**src/rtl/tick_pair_pkg.sv**
```systemverilog
// Shared types and helpers for the period-match timer pair.
// Assumes a control word of six bits; register addresses are fixed here.
package tick_pair_pkg;

    localparam int CTRL_W    = 6;
    localparam int REGS_PER  = 3;
    localparam int ADDR_FLAG = 6;

    // Control word layout, MSB first: fuse, prescale select, external source, enable
    typedef struct packed {
        logic       fuse;
        logic [2:0] psel;
        logic       ext;
        logic       en;
    } tctrl_t;

    // Maps the 3-bit prescale select to a shift amount (1..64, then 256)
    function automatic logic [3:0] prescale_shift(input logic [2:0] sel);
        return (sel == 3'd7) ? 4'd8 : {1'b0, sel};
    endfunction

endpackage

```
**src/rtl/tp_tick_src.sv**
```systemverilog
// Produces the raw tick for one timer: bus-clock ticks gated by sleep, or
// synchronized rising edges of an external pin. Assumes SYNC_STAGES >= 2.
module tp_tick_src #(
    parameter int SYNC_STAGES = 2
) (
    input  logic clk,
    input  logic rst_n,
    input  logic run,
    input  logic use_pin,
    input  logic sleep_i,
    input  logic pin,
    output logic tick
);
    localparam int CHAIN = SYNC_STAGES + 1;

    logic [CHAIN-1:0] chain_q;

    // Synchronizer chain plus one history flop for edge detection
    always_ff @(posedge clk) begin
        if (!rst_n) chain_q <= '0;
        else        chain_q <= {chain_q[CHAIN-2:0], pin};
    end

    // Selects the tick source and applies enable and sleep gating
    always_comb begin
        if (use_pin) tick = run & chain_q[SYNC_STAGES-1] & ~chain_q[SYNC_STAGES];
        else         tick = run & ~sleep_i;
    end
endmodule

```
**src/rtl/tp_prescale.sv**
```systemverilog
// Divides a tick stream by a power of two chosen by a 3-bit select.
// Assumes PCW is wide enough for the largest division (256 needs 8 bits).
module tp_prescale
    import tick_pair_pkg::*;
#(
    parameter int PCW = 8
) (
    input  logic       clk,
    input  logic       rst_n,
    input  logic       run,
    input  logic       tick_in,
    input  logic [2:0] psel,
    output logic       tick_out
);
    logic [PCW-1:0] pcnt_q;
    logic [PCW:0]   span;
    logic           last;

    // Finds the terminal count of the selected division
    always_comb begin
        span     = (PCW+1)'(1) << prescale_shift(psel);
        last     = (pcnt_q == PCW'(span - (PCW+1)'(1)));
        tick_out = tick_in & last;
    end

    // Advances the divider on each input tick and clears it while disabled
    always_ff @(posedge clk) begin
        if (!rst_n || !run) pcnt_q <= '0;
        else if (tick_in)   pcnt_q <= last ? '0 : pcnt_q + PCW'(1);
    end
endmodule

```
**src/rtl/tp_counter_pair.sv**
```systemverilog
// Holds both counters and their period compare. It is either two separate
// CW-bit counters or one 2*CW-bit counter (index 0 low). A count write
// beats the step; in fused mode any count write suspends the whole step.
module tp_counter_pair #(
    parameter int CW = 16
) (
    input  logic               clk,
    input  logic               rst_n,
    input  logic               fuse,
    input  logic [1:0]         tick,
    input  logic [1:0]         wr_cnt,
    input  logic [CW-1:0]      wr_data,
    input  logic [1:0][CW-1:0] period,
    output logic [1:0][CW-1:0] cnt,
    output logic [1:0]         fire
);
    localparam int WW = 2 * CW;

    logic [1:0][CW-1:0] cnt_nxt;
    logic [WW-1:0]      wide_inc;

    // Computes the next counts and the match strobes for both widths
    always_comb begin
        wide_inc = cnt + WW'(1);
        cnt_nxt  = cnt;
        fire     = '0;
        if (fuse) begin
            if (wr_cnt != 2'b00) begin
                for (int k = 0; k < 2; k++)
                    if (wr_cnt[k]) cnt_nxt[k] = wr_data;
            end else if (tick[0]) begin
                if (wide_inc == period) begin
                    cnt_nxt = '0;
                    fire[0] = 1'b1;
                end else begin
                    cnt_nxt = wide_inc;
                end
            end
        end else begin
            for (int k = 0; k < 2; k++) begin
                if (wr_cnt[k]) begin
                    cnt_nxt[k] = wr_data;
                end else if (tick[k]) begin
                    if (cnt[k] + CW'(1) == period[k]) begin
                        cnt_nxt[k] = '0;
                        fire[k]    = 1'b1;
                    end else begin
                        cnt_nxt[k] = cnt[k] + CW'(1);
                    end
                end
            end
        end
    end

    // Registers the counts
    always_ff @(posedge clk) begin
        if (!rst_n) cnt <= '0;
        else        cnt <= cnt_nxt;
    end
endmodule

```
**src/rtl/tick_pair_timer.sv**
```systemverilog
// Top of the cascadable timer pair: register file, per-timer tick chains,
// the shared counter pair, event pulses and sticky flags.
// Assumes CW >= CTRL_W and AW wide enough for seven addresses.
module tick_pair_timer
    import tick_pair_pkg::*;
#(
    parameter int CW          = 16,
    parameter int AW          = 3,
    parameter int SYNC_STAGES = 2,
    parameter int PCW         = 8
) (
    input  logic          clk,
    input  logic          rst_n,
    input  logic          sleep_i,
    input  logic [1:0]    ext_pin,
    input  logic          wr_en,
    input  logic [AW-1:0] wr_addr,
    input  logic [CW-1:0] wr_data,
    input  logic [AW-1:0] rd_addr,
    output logic [CW-1:0] rd_data,
    output logic [1:0]    evt_pulse,
    output logic [1:0]    evt_flag
);
    tctrl_t [1:0]       ctrl_q;
    logic [1:0][CW-1:0] period_q;
    logic [1:0][CW-1:0] cnt_q;
    logic [1:0]         wr_cnt;
    logic [1:0]         run;
    logic [1:0]         raw_tick;
    logic [1:0]         div_tick;
    logic [1:0]         fire;
    logic [1:0]         clr;
    logic               fuse_on;

    assign fuse_on = ctrl_q[0].fuse;

    // Decodes count writes and flag clears from the write port
    always_comb begin
        for (int k = 0; k < 2; k++)
            wr_cnt[k] = wr_en && (wr_addr == AW'(REGS_PER * k + 1));
        clr = (wr_en && wr_addr == AW'(ADDR_FLAG)) ? wr_data[1:0] : 2'b00;
    end

    // Timer B's chain idles while the pair is fused
    always_comb begin
        run[0] = ctrl_q[0].en;
        run[1] = ctrl_q[1].en & ~fuse_on;
    end

    // Stores control words and periods written by software
    always_ff @(posedge clk) begin
        if (!rst_n) begin
            ctrl_q   <= '0;
            period_q <= '0;
        end else if (wr_en) begin
            for (int k = 0; k < 2; k++) begin
                if (wr_addr == AW'(REGS_PER * k))     ctrl_q[k]   <= tctrl_t'(wr_data[CTRL_W-1:0]);
                if (wr_addr == AW'(REGS_PER * k + 2)) period_q[k] <= wr_data;
            end
        end
    end

    for (genvar g = 0; g < 2; g++) begin : g_chain
        tp_tick_src #(.SYNC_STAGES(SYNC_STAGES)) u_src (
            .clk     (clk),
            .rst_n   (rst_n),
            .run     (run[g]),
            .use_pin (ctrl_q[g].ext),
            .sleep_i (sleep_i),
            .pin     (ext_pin[g]),
            .tick    (raw_tick[g])
        );
        tp_prescale #(.PCW(PCW)) u_pre (
            .clk      (clk),
            .rst_n    (rst_n),
            .run      (run[g]),
            .tick_in  (raw_tick[g]),
            .psel     (ctrl_q[g].psel),
            .tick_out (div_tick[g])
        );
    end

    tp_counter_pair #(.CW(CW)) u_pair (
        .clk     (clk),
        .rst_n   (rst_n),
        .fuse    (fuse_on),
        .tick    (div_tick),
        .wr_cnt  (wr_cnt),
        .wr_data (wr_data),
        .period  (period_q),
        .cnt     (cnt_q),
        .fire    (fire)
    );

    // Registers the event pulses and keeps flags until cleared; a match beats a clear
    always_ff @(posedge clk) begin
        if (!rst_n) begin
            evt_pulse <= '0;
            evt_flag  <= '0;
        end else begin
            evt_pulse <= fire;
            evt_flag  <= (evt_flag & ~clr) | fire;
        end
    end

    // Returns the addressed register
    always_comb begin
        case (rd_addr)
            AW'(0):         rd_data = CW'(ctrl_q[0]);
            AW'(1):         rd_data = cnt_q[0];
            AW'(2):         rd_data = period_q[0];
            AW'(3):         rd_data = CW'(ctrl_q[1]);
            AW'(4):         rd_data = cnt_q[1];
            AW'(5):         rd_data = period_q[1];
            AW'(ADDR_FLAG): rd_data = CW'(evt_flag);
            default:        rd_data = '0;
        endcase
    end
endmodule

```
**config.mk**
```make
export PLATFORM = sky130hd
export DESIGN_NAME = tick_pair_timer
export DESIGN_NICKNAME = d
export VERILOG_FILES = /design/src/rtl/tick_pair_pkg.sv /design/src/rtl/tp_tick_src.sv /design/src/rtl/tp_prescale.sv /design/src/rtl/tp_counter_pair.sv /design/src/rtl/tick_pair_timer.sv
export SDC_FILE = /design/constraint.sdc
export NUM_CORES = 1
export LEC_CHECK = 0
export BUFFER_PORTS_ARGS = -buffer_cell sky130_fd_sc_hd__buf_2
export CAP_MARGIN = 20
export CORE_UTILIZATION = 27
export CTS_CLUSTER_DIAMETER = 30
export DETAILED_ROUTE_END_ITERATION = 12
export PLACE_DENSITY = 0.54
export REMOVE_ABC_BUFFERS = 1
export SLEW_MARGIN = 10
export SYNTH_ARGS = -nofsm -noshare
export SYNTH_HDL_FRONTEND = slang
export SYNTH_HIERARCHICAL = 1
export SYNTH_SLANG_ARGS = --single-unit
```
**constraint.sdc**
```tcl
create_clock -name clk -period 4.4 [get_ports clk]
set_input_delay 0.66 -clock clk [delete_from_list [all_inputs] [get_ports clk]]
set_output_delay 0.66 -clock clk [all_outputs]
set_load 0.005 [all_outputs]
```
==> results.json <==
{
  "rows": 63,
  "crit_type": "reg -> reg",
  "finalPower_w": 0.00243,
  "arrival_ns": 4.57,
  "root_buffer": "clkbuf_16",
  "cts_setup_buffers": 0,
  "seqCellArea_um2": 2040,
  "die_area_um2": 31400,
  "ys_seq_area_share_pct": 24.6,
  "ys_async_sr_fraction_pct": 0,
  "routed.top_layer": "met4",
  "viasPerCell": 5.78,
  "die_h_um": 177,
  "final.fill_count": 3194,
  "clkSinkCount": 102,
  "ant_nets": 0,
  "cp-start-kind": "flip-flop",
  "max-cap-violations": 0,
  "portBuffers": 47,
  "finalHoldViolations": 0,
  "fin_nets": 1129,
  "place_area_um2": 8880,
  "syn2layout_area_growth_pct": 11.4,
  "min_period_over_period_pct": 97.6,
  "yosysWarningCount": 6,
  "drt-met1-wl_mm": 14.7,
  "drc": 0,
  "num_vias": 8626,
  "grt_setup_unrepaired": "no",
  "final_area_um2": 9230,
  "drv_slew": 0,
  "required_ns": 4.67,
  "grt_pass1_wl_mm": 47.5,
  "synth_edf_count": 0,
  "clk_pin_slew_ns": 0.08,
  "core_area_um2": 29900,
  "grtUsageTotal_pct": 19.8,
  "start_util_pct": 27.7,
  "antenna_found_initial": 0,
  "ctsLongestPathBuffers": 2,
  "die_x_um": 177,
  "crit_path_end_kind": "flip-flop",
  "diodes": 0,
  "worst-slew-pin-transition_ns": 1.17,
  "tns_ns": 0,
  "num_io_pins": 48,
  "wl_met3_mm": 2.88,
  "drtIter0Drc": 969,
  "postRouteWirelength_mm": 31.0,
  "avgSynthCellArea_um2": 7.59,
  "cp_max_fo": 20,
  "hpwl_mm": 22.0,
  "relSlewSlack_pct": 22.0,
  "syn_inst": 1091,
  "grt-ovfl-total": 0,
  "outcome": "finished clean",
  "wl_per_cell_um": 20.8,
  "finalSetupViolCount": 0,
  "irDropWorstVdd_v": 0.000198,
  "finalCriticalPeriod_ns": 4.30,
  "synth.cell_area_um2": 8290,
  "cts_tree": "yes",
  "drive_gt1_share_pct": 12.4,
  "clock_skew_ns": 0.00836,
  "whs_ns": 0.438,
  "synthFlopType": "dfxtp_1",
  "multi_input_area_um2": 5740,
  "leakage_nw": 3.19,
  "cts_buffers": 9,
  "clkLatencyLatePin_ns": 0.38,
  "dr.pass1.iters": 6,
  "yosys_register_bits": 102,
  "fmax_mhz": 233,
  "grt_max_degree": 67,
  "ys_types": 84,
  "h-tree-depth": 3,
  "route.met2.wl_mm": 12.7,
  "r2r_slack_ns": 0.10,
  "grt_pass1_vias": 7825,
  "place_congestion": 0.944,
  "hold_path_class": "reg -> reg",
  "power_density_nw_per_um2": 263
}
[synth_stat cells (8+ instances only)]
master,count,share of area [%]
nor4_1,14,1.1
nand3_1,57,3.4
nand4_1,24,1.8
o21ai_0,74,4.5
xnor2_1,46,4.9
a21oi_1,51,3.1
o211ai_1,11,1.0
clkbuf_1,61,2.8
o2111ai_1,8,0.85
a211oi_1,21,1.9
inv_1,20,0.91
a221oi_1,21,2.2
and3_1,18,1.4
dfxtp_1,102,25
o311a_1,11,1.3
o221ai_1,8,0.85
and2_1,9,0.68
or3_1,18,1.4
mux2i_1,39,4.7
nand2_1,140,6.3
nor2b_1,19,1.4
a21boi_0,16,1.4
a22oi_1,10,0.91
nor2_1,41,1.9
o22ai_1,14,1.1
a21boi_1,10,0.91
nor3_1,40,2.4
xor2_1,29,3.1
or4_1,14,1.3
buf_2,17,1.0
[layout by cell type, fill, tap and decap left out, drive strengths merged, types with 22 or more instances in the layout]
master | synthesis | final
nor3 | 40 | 40
a21oi | 51 | 51
nand4 | 25 | 25
xnor2 | 46 | 46
mux2i | 39 | 39
inv | 20 | 22
o21ai | 76 | 76
buf | 31 | 89
nand2 | 140 | 140
nand3 | 57 | 57
xor2 | 29 | 29
a21boi | 26 | 26
a211oi | 22 | 22
a221oi | 23 | 23
dfxtp | 102 | 102
nor2 | 41 | 41
[cell type report]
cell class              instances  share of cell area, %
flip-flops and latches        102                   22.1
inverters                      20                  0.814
multi-input cells             875                   62.2
well taps                     390                   5.29
clock buffers                   9                   2.44
repair buffers                 89                   6.03
clock inverters                 7                   1.13
[power by group]
group          internal [W]  switching (W)
clock network      0.000508       0.000426
registers          0.000956      0.0000644
logic              0.000186       0.000287
total               0.00165       0.000777
[worst max-delay path, stage by stage, from the launching register on]
cell,delay [ns]
dfxtp_1,0.54
nand4_1,0.37
buf_4,0.28
nor4_1,0.45
nand3_1,0.33
xnor2_1,0.21
or4_1,0.55
or4_4,0.63
nand2_1,0.12
buf_4,0.31
nor3_1,0.09
o311a_1,0.30
[per-layer routing]
layer	vias up	global-route usage (%)
li1	4073	-
met3	53	4.23
met5	-	0
met4	0	5.82
met1	4092	29.4
met2	408	28.1
[path summary, 6_finish.rpt]
path                                    start                     endpoint  depth (start not counted)
hold reg to reg   g_chain[1].u_src/chain_q[0]  g_chain[1].u_src/chain_q[1]                          1
setup reg to reg               u_pair/cnt[13]               u_pair/cnt[11]                         11
setup / recovery               u_pair/cnt[13]               u_pair/cnt[11]                         11
hold / removal    g_chain[1].u_src/chain_q[0]  g_chain[1].u_src/chain_q[1]                          1
[sequential cells by signal (all words and copies together), names as in the netlist]
signal,flops
g_chain.u_pre/pcnt_q,16
period_q,32
u_pair/cnt,32
evt_flag,2
evt_pulse,2
g_chain.u_src/chain_q,6
fuse_on,1
ctrl_q,11
[metrics by stage]
stage                     utilization (%)  worst slack [ns]  cells
after floorplan                         -             0.106    997
after global placement               29.7             0.314   1475
after detailed placement             29.7             0.178   1475
after CTS                            30.8             0.156   1491
after global routing                 30.9           0.00744   1492
final                                30.9             0.104   1492
[logic make-up after synthesis]
logic type / share of synthesized area (%)
adders and majority gates: 0.604
buffers and inverters: 6.30
DFF: 24.6
AOI/OAI and AO/OA: 26.7
muxes: 4.71
xor gates and xnor gates: 9.02
and+or+nand+nor: 28.1
[what timing repair did]
item,in CTS,in global routing
setup endpoints to repair,0,13
hold buffers,0,0
resized for setup,0,1
No activity file was read; power rests on OpenSTA's default activity.
